## config.mk

```make
export PLATFORM = sky130hd
export DESIGN_NAME = scram_nrzi_codec
export DESIGN_NICKNAME = d
export VERILOG_FILES = /design/src/rtl/scram_nrzi_pkg.sv /design/src/rtl/scram_tx_ser.sv /design/src/rtl/scram_coder.sv /design/src/rtl/scram_decoder.sv /design/src/rtl/scram_rx_des.sv /design/src/rtl/scram_nrzi_codec.sv
export SDC_FILE = /design/constraint.sdc
export NUM_CORES = 1
export LEC_CHECK = 0
export BUFFER_PORTS_ARGS = -buffer_cell sky130_fd_sc_hd__buf_4
export CORE_MARGIN = 4
export CORE_UTILIZATION = 60
export CTS_CLUSTER_SIZE = 10
export DETAILED_ROUTE_END_ITERATION = 12
export PLACE_DENSITY = 0.82
export SYNTH_ARGS = -nofsm -noshare
export SYNTH_HDL_FRONTEND = slang
export SYNTH_SLANG_ARGS = --single-unit
```

## constraint.sdc

```tcl
create_clock -name clk -period 2.6 [get_ports clk]
set_input_delay 0.39 -clock clk [delete_from_list [all_inputs] [get_ports clk]]
set_output_delay 0.39 -clock clk [all_outputs]
set_load 0.01 [all_outputs]
```

## src/rtl/scram_nrzi_pkg.sv

```systemverilog
package scram_nrzi_pkg;

    typedef enum logic {
        TX_EMPTY  = 1'b0,
        TX_LOADED = 1'b1
    } tx_state_e;

    localparam int DEF_WORD_W = 16;
    localparam int DEF_TAP_A  = 17;
    localparam int DEF_TAP_B  = 12;

endpackage

```

## src/rtl/scram_tx_ser.sv

```systemverilog
module scram_tx_ser
    import scram_nrzi_pkg::*;
#(
    parameter int   WORD_W   = 16,
    parameter logic FILL_BIT = 1'b1
) (
    input  logic              clk,
    input  logic              rst_n,
    input  logic              bit_tick,
    input  logic [WORD_W-1:0] word_in,
    input  logic              word_valid,
    output logic              word_ready,
    output logic              data_bit
);
    localparam int CNT_W = $clog2(WORD_W);
    localparam logic [CNT_W-1:0] LAST_IDX = CNT_W'(WORD_W - 1);

    tx_state_e          state_q, state_d;
    logic [WORD_W-1:0]  sh_q;
    logic [CNT_W-1:0]   cnt_q;
    logic               last_bit;
    logic               take;

    assign last_bit   = (cnt_q == LAST_IDX);
    assign word_ready = (state_q == TX_EMPTY) || (bit_tick && last_bit);
    assign take       = word_valid && word_ready;

    // state register
    always_ff @(posedge clk) begin
        if (!rst_n) state_q <= TX_EMPTY;
        else        state_q <= state_d;
    end

    // next state: LOAD, CHAIN, DRAIN
    always_comb begin
        state_d = state_q;
        unique case (state_q)
            TX_EMPTY: begin
                if (take) state_d = TX_LOADED;
            end
            TX_LOADED: begin
                if (bit_tick && last_bit)
                    state_d = take ? TX_LOADED : TX_EMPTY;
            end
            default: state_d = TX_EMPTY;
        endcase
    end

    // shift register and bit counter
    always_ff @(posedge clk) begin
        if (!rst_n) begin
            sh_q  <= '0;
            cnt_q <= '0;
        end else if (take) begin
            sh_q  <= word_in;
            cnt_q <= '0;
        end else if (bit_tick && state_q == TX_LOADED) begin
            sh_q  <= sh_q >> 1;
            cnt_q <= cnt_q + 1'b1;
        end
    end

    // output process
    always_comb begin
        data_bit = FILL_BIT;
        unique case (state_q)
            TX_EMPTY:  data_bit = FILL_BIT;
            TX_LOADED: data_bit = sh_q[0];
            default:   data_bit = FILL_BIT;
        endcase
    end


    empty_ready_chk: assert property (@(posedge clk) disable iff (!rst_n)
        state_q == TX_EMPTY |-> word_ready);


    hold_word_chk: assert property (@(posedge clk) disable iff (!rst_n)
        (state_q == TX_LOADED && !bit_tick && !take) |=> $stable(sh_q));

endmodule

```

## src/rtl/scram_coder.sv

```systemverilog
module scram_coder #(
    parameter int SCR_W = 20,
    parameter int TAP_A = 17,
    parameter int TAP_B = 12
) (
    input  logic clk,
    input  logic rst_n,
    input  logic bit_tick,
    input  logic data_bit,
    output logic line_bit
);
    localparam int FB_BIT   = TAP_A + 1;
    localparam int FLIP_LO  = 1;
    localparam int FLIP_HI  = 1 + TAP_A - TAP_B;
    localparam int LINE_IDX = TAP_A + 2;

    logic [SCR_W-1:0] s_q;
    logic [SCR_W-1:0] s_d;

    always_comb begin
        s_d    = {s_q[SCR_W-2:0], s_q[0]};
        s_d[0] = s_d[0] ^ ~data_bit;
        if (s_d[FB_BIT]) begin
            s_d[FLIP_LO] = ~s_d[FLIP_LO];
            s_d[FLIP_HI] = ~s_d[FLIP_HI];
        end
    end

    always_ff @(posedge clk) begin
        if (!rst_n)        s_q <= '0;
        else if (bit_tick) s_q <= s_d;
    end

    assign line_bit = s_q[LINE_IDX];


    nrzi_keep_chk: assert property (@(posedge clk) disable iff (!rst_n)
        (bit_tick && data_bit) |=> s_q[0] == $past(s_q[0]));


    coder_idle_chk: assert property (@(posedge clk) disable iff (!rst_n)
        !bit_tick |=> $stable(s_q));

endmodule

```

## src/rtl/scram_decoder.sv

```systemverilog
module scram_decoder #(
    parameter int HIST_W = 19,
    parameter int TAP_A  = 17,
    parameter int TAP_B  = 12
) (
    input  logic clk,
    input  logic rst_n,
    input  logic bit_tick,
    input  logic line_bit,
    output logic data_bit
);
    logic [HIST_W-1:0] h_q;
    logic [HIST_W-1:0] h_n;
    logic [HIST_W-1:0] diff;
    logic [HIST_W-1:0] plain;

    always_comb begin
        h_n      = {h_q[HIST_W-2:0], line_bit};
        diff     = h_n ^ (h_n >> 1);
        plain    = diff ^ (diff >> TAP_A) ^ (diff >> TAP_B);
        data_bit = ~plain[0];
    end

    always_ff @(posedge clk) begin
        if (!rst_n)        h_q <= '0;
        else if (bit_tick) h_q <= h_n;
    end


    hist_idle_chk: assert property (@(posedge clk) disable iff (!rst_n)
        !bit_tick |=> $stable(h_q));


    hist_shift_chk: assert property (@(posedge clk) disable iff (!rst_n)
        bit_tick |=> h_q[HIST_W-1:1] == $past(h_q[HIST_W-2:0]));

endmodule

```

## src/rtl/scram_rx_des.sv

```systemverilog
module scram_rx_des #(
    parameter int WORD_W = 16
) (
    input  logic              clk,
    input  logic              rst_n,
    input  logic              bit_tick,
    input  logic              data_bit,
    output logic [WORD_W-1:0] word_out,
    output logic              word_stb
);
    localparam int CNT_W = $clog2(WORD_W);
    localparam logic [CNT_W-1:0] LAST_IDX = CNT_W'(WORD_W - 1);

    logic [WORD_W-1:0] acc_q;
    logic [WORD_W-1:0] acc_n;
    logic [CNT_W-1:0]  cnt_q;
    logic              last_bit;

    assign acc_n    = {data_bit, acc_q[WORD_W-1:1]};
    assign last_bit = (cnt_q == LAST_IDX);

    always_ff @(posedge clk) begin
        if (!rst_n) begin
            acc_q    <= '0;
            cnt_q    <= '0;
            word_out <= '0;
            word_stb <= 1'b0;
        end else begin
            word_stb <= 1'b0;
            if (bit_tick) begin
                acc_q <= acc_n;
                cnt_q <= last_bit ? '0 : cnt_q + 1'b1;
                if (last_bit) begin
                    word_out <= acc_n;
                    word_stb <= 1'b1;
                end
            end
        end
    end


    stb_after_tick_chk: assert property (@(posedge clk) disable iff (!rst_n)
        word_stb |-> $past(bit_tick));


    word_hold_chk: assert property (@(posedge clk) disable iff (!rst_n)
        !word_stb |-> $stable(word_out));

endmodule

```

## src/rtl/scram_nrzi_codec.sv

```systemverilog
module scram_nrzi_codec
    import scram_nrzi_pkg::*;
#(
    parameter int   WORD_W   = DEF_WORD_W,
    parameter int   TAP_A    = DEF_TAP_A,
    parameter int   TAP_B    = DEF_TAP_B,
    parameter logic FILL_BIT = 1'b1
) (
    input  logic              clk,
    input  logic              rst_n,
    input  logic              bit_tick,
    input  logic [WORD_W-1:0] tx_word,
    input  logic              tx_valid,
    output logic              tx_ready,
    output logic              tx_line,
    input  logic              rx_line,
    output logic [WORD_W-1:0] rx_word,
    output logic              rx_word_stb
);
    localparam int SCR_W  = TAP_A + 3;
    localparam int HIST_W = TAP_A + 2;

    logic tx_bit;
    logic rx_bit;

    scram_tx_ser #(.WORD_W(WORD_W), .FILL_BIT(FILL_BIT)) u_tx_ser (
        .clk        (clk),
        .rst_n      (rst_n),
        .bit_tick   (bit_tick),
        .word_in    (tx_word),
        .word_valid (tx_valid),
        .word_ready (tx_ready),
        .data_bit   (tx_bit)
    );

    scram_coder #(.SCR_W(SCR_W), .TAP_A(TAP_A), .TAP_B(TAP_B)) u_coder (
        .clk      (clk),
        .rst_n    (rst_n),
        .bit_tick (bit_tick),
        .data_bit (tx_bit),
        .line_bit (tx_line)
    );

    scram_decoder #(.HIST_W(HIST_W), .TAP_A(TAP_A), .TAP_B(TAP_B)) u_decoder (
        .clk      (clk),
        .rst_n    (rst_n),
        .bit_tick (bit_tick),
        .line_bit (rx_line),
        .data_bit (rx_bit)
    );

    scram_rx_des #(.WORD_W(WORD_W)) u_rx_des (
        .clk      (clk),
        .rst_n    (rst_n),
        .bit_tick (bit_tick),
        .data_bit (rx_bit),
        .word_out (rx_word),
        .word_stb (rx_word_stb)
    );


    line_quiet_chk: assert property (@(posedge clk) disable iff (!rst_n)
        !$past(bit_tick) |-> $stable(tx_line));


    no_stb_idle_chk: assert property (@(posedge clk) disable iff (!rst_n)
        !$past(bit_tick) |-> !rx_word_stb);

endmodule

```

==> results.sh <==
export IMPL_required_ps=2210
export IMPL_grt_max_degree=59
export IMPL_combPwrFrac=0.065
export IMPL_synthMuxAreaShare=0.147
export IMPL_synth_async_reset_ratio=0
export IMPL_ys_seq_area_frac=0.547
export IMPL_yosysUniqueCellTypes=26
export IMPL_synth_xor_area_frac=0.0342
export IMPL_numCtsBuffers=9
export IMPL_io_buffer_count=39
export IMPL_path_clk_slew_ps=100
export IMPL_htreeDepth=3
export IMPL_crit_family="flip-flops"
export IMPL_avgViaCountPerCell=5.31
export IMPL_ios=40
export IMPL_dieArea_sq_um=7080
export IMPL_cts_root_buf="clkbuf_8"
export IMPL_flow_area_growth_from_synthesis_pct=13.6
export IMPL_fin_nets=400
export IMPL_p_per_area_nw_per_um2=654
export IMPL_initial_core_util=0.624
export IMPL_synth_top_family_by_area="multiplexers"
export IMPL_worst_path_buf_inv=1
export IMPL_grt_ovfl_total=0
export IMPL_period_minus_slack_ps=1750
export IMPL_setup_viol=0
export IMPL_p_sw_frac=0.253
export IMPL_p_clk_frac=0.351
export IMPL_tns_ps=0
export IMPL_outcome="finished, final reports clean"
export IMPL_finalPower_w=0.00258
export IMPL_antenna_found_initial=0
export IMPL_grt_first_pass_wirelength_mm=10.4
export IMPL_ir_worst_vdd_v=0.000356
export IMPL_tightest_slew_ps=891
export IMPL_fp_dieW_um=84.1
export IMPL_synth_compound_area_share=0.106
export IMPL_fmax_mhz=571
export IMPL_seq_power_share=0.584
export IMPL_drv_slew=0
export IMPL_core_region_area_sq_um=5570
export IMPL_drive_above_1_share=0.160
export IMPL_diodes=0
export IMPL_rsz0062_at_grt="no"
export IMPL_floorplan_die_height_um=84.1
export IMPL_numClockSinks=95
export IMPL_final_hold_viol_count=0
export IMPL_p_leak_nw=1.70
export IMPL_max_cap_violations=0
export IMPL_power_internal_w=0.00193
export IMPL_syn_area_sq_um=3480
export IMPL_fill_cells=412
export IMPL_cts_resized=0
export IMPL_path_cells="ha_1, nand4_1, nand2_1, buf_4"
export IMPL_synth_edf_count=0
export IMPL_clock_path_buffers=2
export IMPL_first_global_vias=2333
export IMPL_finClkSkew_ps=18.7
export IMPL_cp_max_fo=3
export IMPL_fin_crit_sh=0.674
export IMPL_cts_hold_buf=0
export IMPL_synth_nets=371
export IMPL_syn_inst=348
export IMPL_grt_use_total=0.178
export IMPL_synthSimpleGateAreaFrac=0.123
export IMPL_synthFlopType="dfxtp_1"
export IMPL_critPathMaxStageDelay_ps=380
export IMPL_insertion_delay_ps=370
export IMPL_hold_path_class="in2reg"
export IMPL_crit_type="reg2out"
export IMPL_cts_tree="built"
export IMPL_drtIter0Drc=110
export IMPL_drcViolationCount=0
export IMPL_vias=2413
export IMPL_post_cts_buffers=0
export IMPL_whs_ps=271
export IMPL_synthAdderAreaFrac=0.00719
export IMPL_slew_headroom=0.406
export IMPL_syn_avg_cell_area_sq_um=10.0
export IMPL_dpl_hpwl_mm=3.91
export IMPL_gp_congestion=0.720
export IMPL_power_switching_w=0.000654
export IMPL_wl_mm=6.06
export IMPL_crit_slowest_cell="dfxtp_1"
export IMPL_arrival_ps=1360
export IMPL_yosys_register_bits=95
export IMPL_postRouteAntennaNets=0
export IMPL_firstDrtPassIters=4
export IMPL_end_kind="output port"
export IMPL_routedWlPerCell_um=13.3
export IMPL_yosysWarnings=0
export IMPL_cp_start_kind="flip-flop"
export IMPL_rows=27
tightest hold or removal path, cell delays in order:
cell,delay (ps)
buf_4,100
a21oi_1,40
nor2_1,70
sequential cells by signal (all words and copies together) (netlist names):
register	flops
u_coder.s_q	20
u_decoder.h_q	18
u_rx_des.word_out	16
u_tx_ser.sh_q	16
u_rx_des.acc_q	15
u_rx_des.cnt_q	4
u_tx_ser.cnt_q	4
u_rx_des.word_stb	1
u_tx_ser.state_q	1
synth_stat cells, types with 2 or more instances:
master    instances  area, sq um
buf_4             2         15.0
buf_2            11         55.1
xnor2_1           6         52.6
clkbuf_1          6         22.5
and2_1            2         12.5
o21ai_0          16         80.1
mux2i_1          51          510
nand2_1          38          143
nand4_1           3         18.8
dfxtp_1          95         1900
a22o_1           16          140
a21oi_1           4         20.0
ha_1              2         25.0
xor2_1            5         43.8
inv_1             2         7.51
a211oi_1          2         15.0
nor2_1           61          229
a31oi_1          15         93.8
buf_1             4         15.0
metrics by stage:
step	area, sq um	setup WS [ps]	std cells	utilization
finish	3950	848	454	0.709
floorplan	3480	1190	348	-
detailed placement	3760	850	438	0.675
global placement	3760	869	438	0.675
CTS	3950	824	454	0.709
global route	3950	748	454	0.709
cells in the final DEF (no fill, tap or decap), types with 2 or more instances in the layout:
| master | instances |
|---|---|
| a31oi_1 | 15 |
| dfxtp_1 | 95 |
| o21ai_0 | 16 |
| and2_1 | 2 |
| nand2_1 | 38 |
| a22o_1 | 16 |
| ha_1 | 2 |
| nand4_1 | 3 |
| a21oi_1 | 4 |
| clkbuf_8 | 9 |
| nor2_1 | 61 |
| inv_1 | 2 |
| clkinv_4 | 2 |
| mux2i_1 | 51 |
| xnor2_1 | 6 |
| inv_6 | 3 |
| a211oi_1 | 2 |
| xor2_1 | 5 |
| buf_4 | 42 |
final cells by class:
type | count | area, sq um | area share
Sequential cell | 95 | 1900 | 0.481
Timing Repair Buffer | 42 | 315 | 0.0798
Clock inverter | 7 | 62.6 | 0.0158
Tap cell | 72 | 90.1 | 0.0228
Multi-Input combinational cell | 227 | 1450 | 0.367
Inverter | 2 | 7.51 | 0.00190
Clock buffer | 9 | 124 | 0.0313
cells by family after synthesis:
kind of cell,Yosys count
xor gates and xnor gates,12
AOI/OAI and AO/OA,55
adders and majority gates,2
and+or+nand+nor,107
muxes,51
DFF,95
buffers and inverters,26
per-layer routing:
metal | GRT usage | share of wire | up-vias
li1 | - | - | 1246
met1 | 0.226 | 0.48 | 1109
met2 | 0.292 | 0.46 | 42
met3 | 0.0442 | 0.037 | 16
met4 | 0.0716 | 0.020 | 0
met5 | 0 | 0 | -
power groups by stage:
stage	Sequential, W	Clock (W)	Combinational [W]
floorplan	0.00154	0	0.000129
global placement	0.00154	0	0.000164
detailed placement	0.00154	0	0.000169
CTS	0.00151	0.000933	0.000169
global route	0.00151	0.000991	0.000189
finish	0.00151	0.000906	0.000169
final timing paths:
check	to	cells past startpoint	startpoint	slack, ps
max reg2reg	u_rx_des.word_out[4]	4	u_rx_des.cnt_q[0]	980
min	u_tx_ser.state_q	3	tx_valid	270
min reg2reg	u_tx_ser.sh_q[5]	2	u_tx_ser.sh_q[6]	480
max	tx_ready	4	u_tx_ser.cnt_q[0]	850
Power figures use the tool's default switching activity.
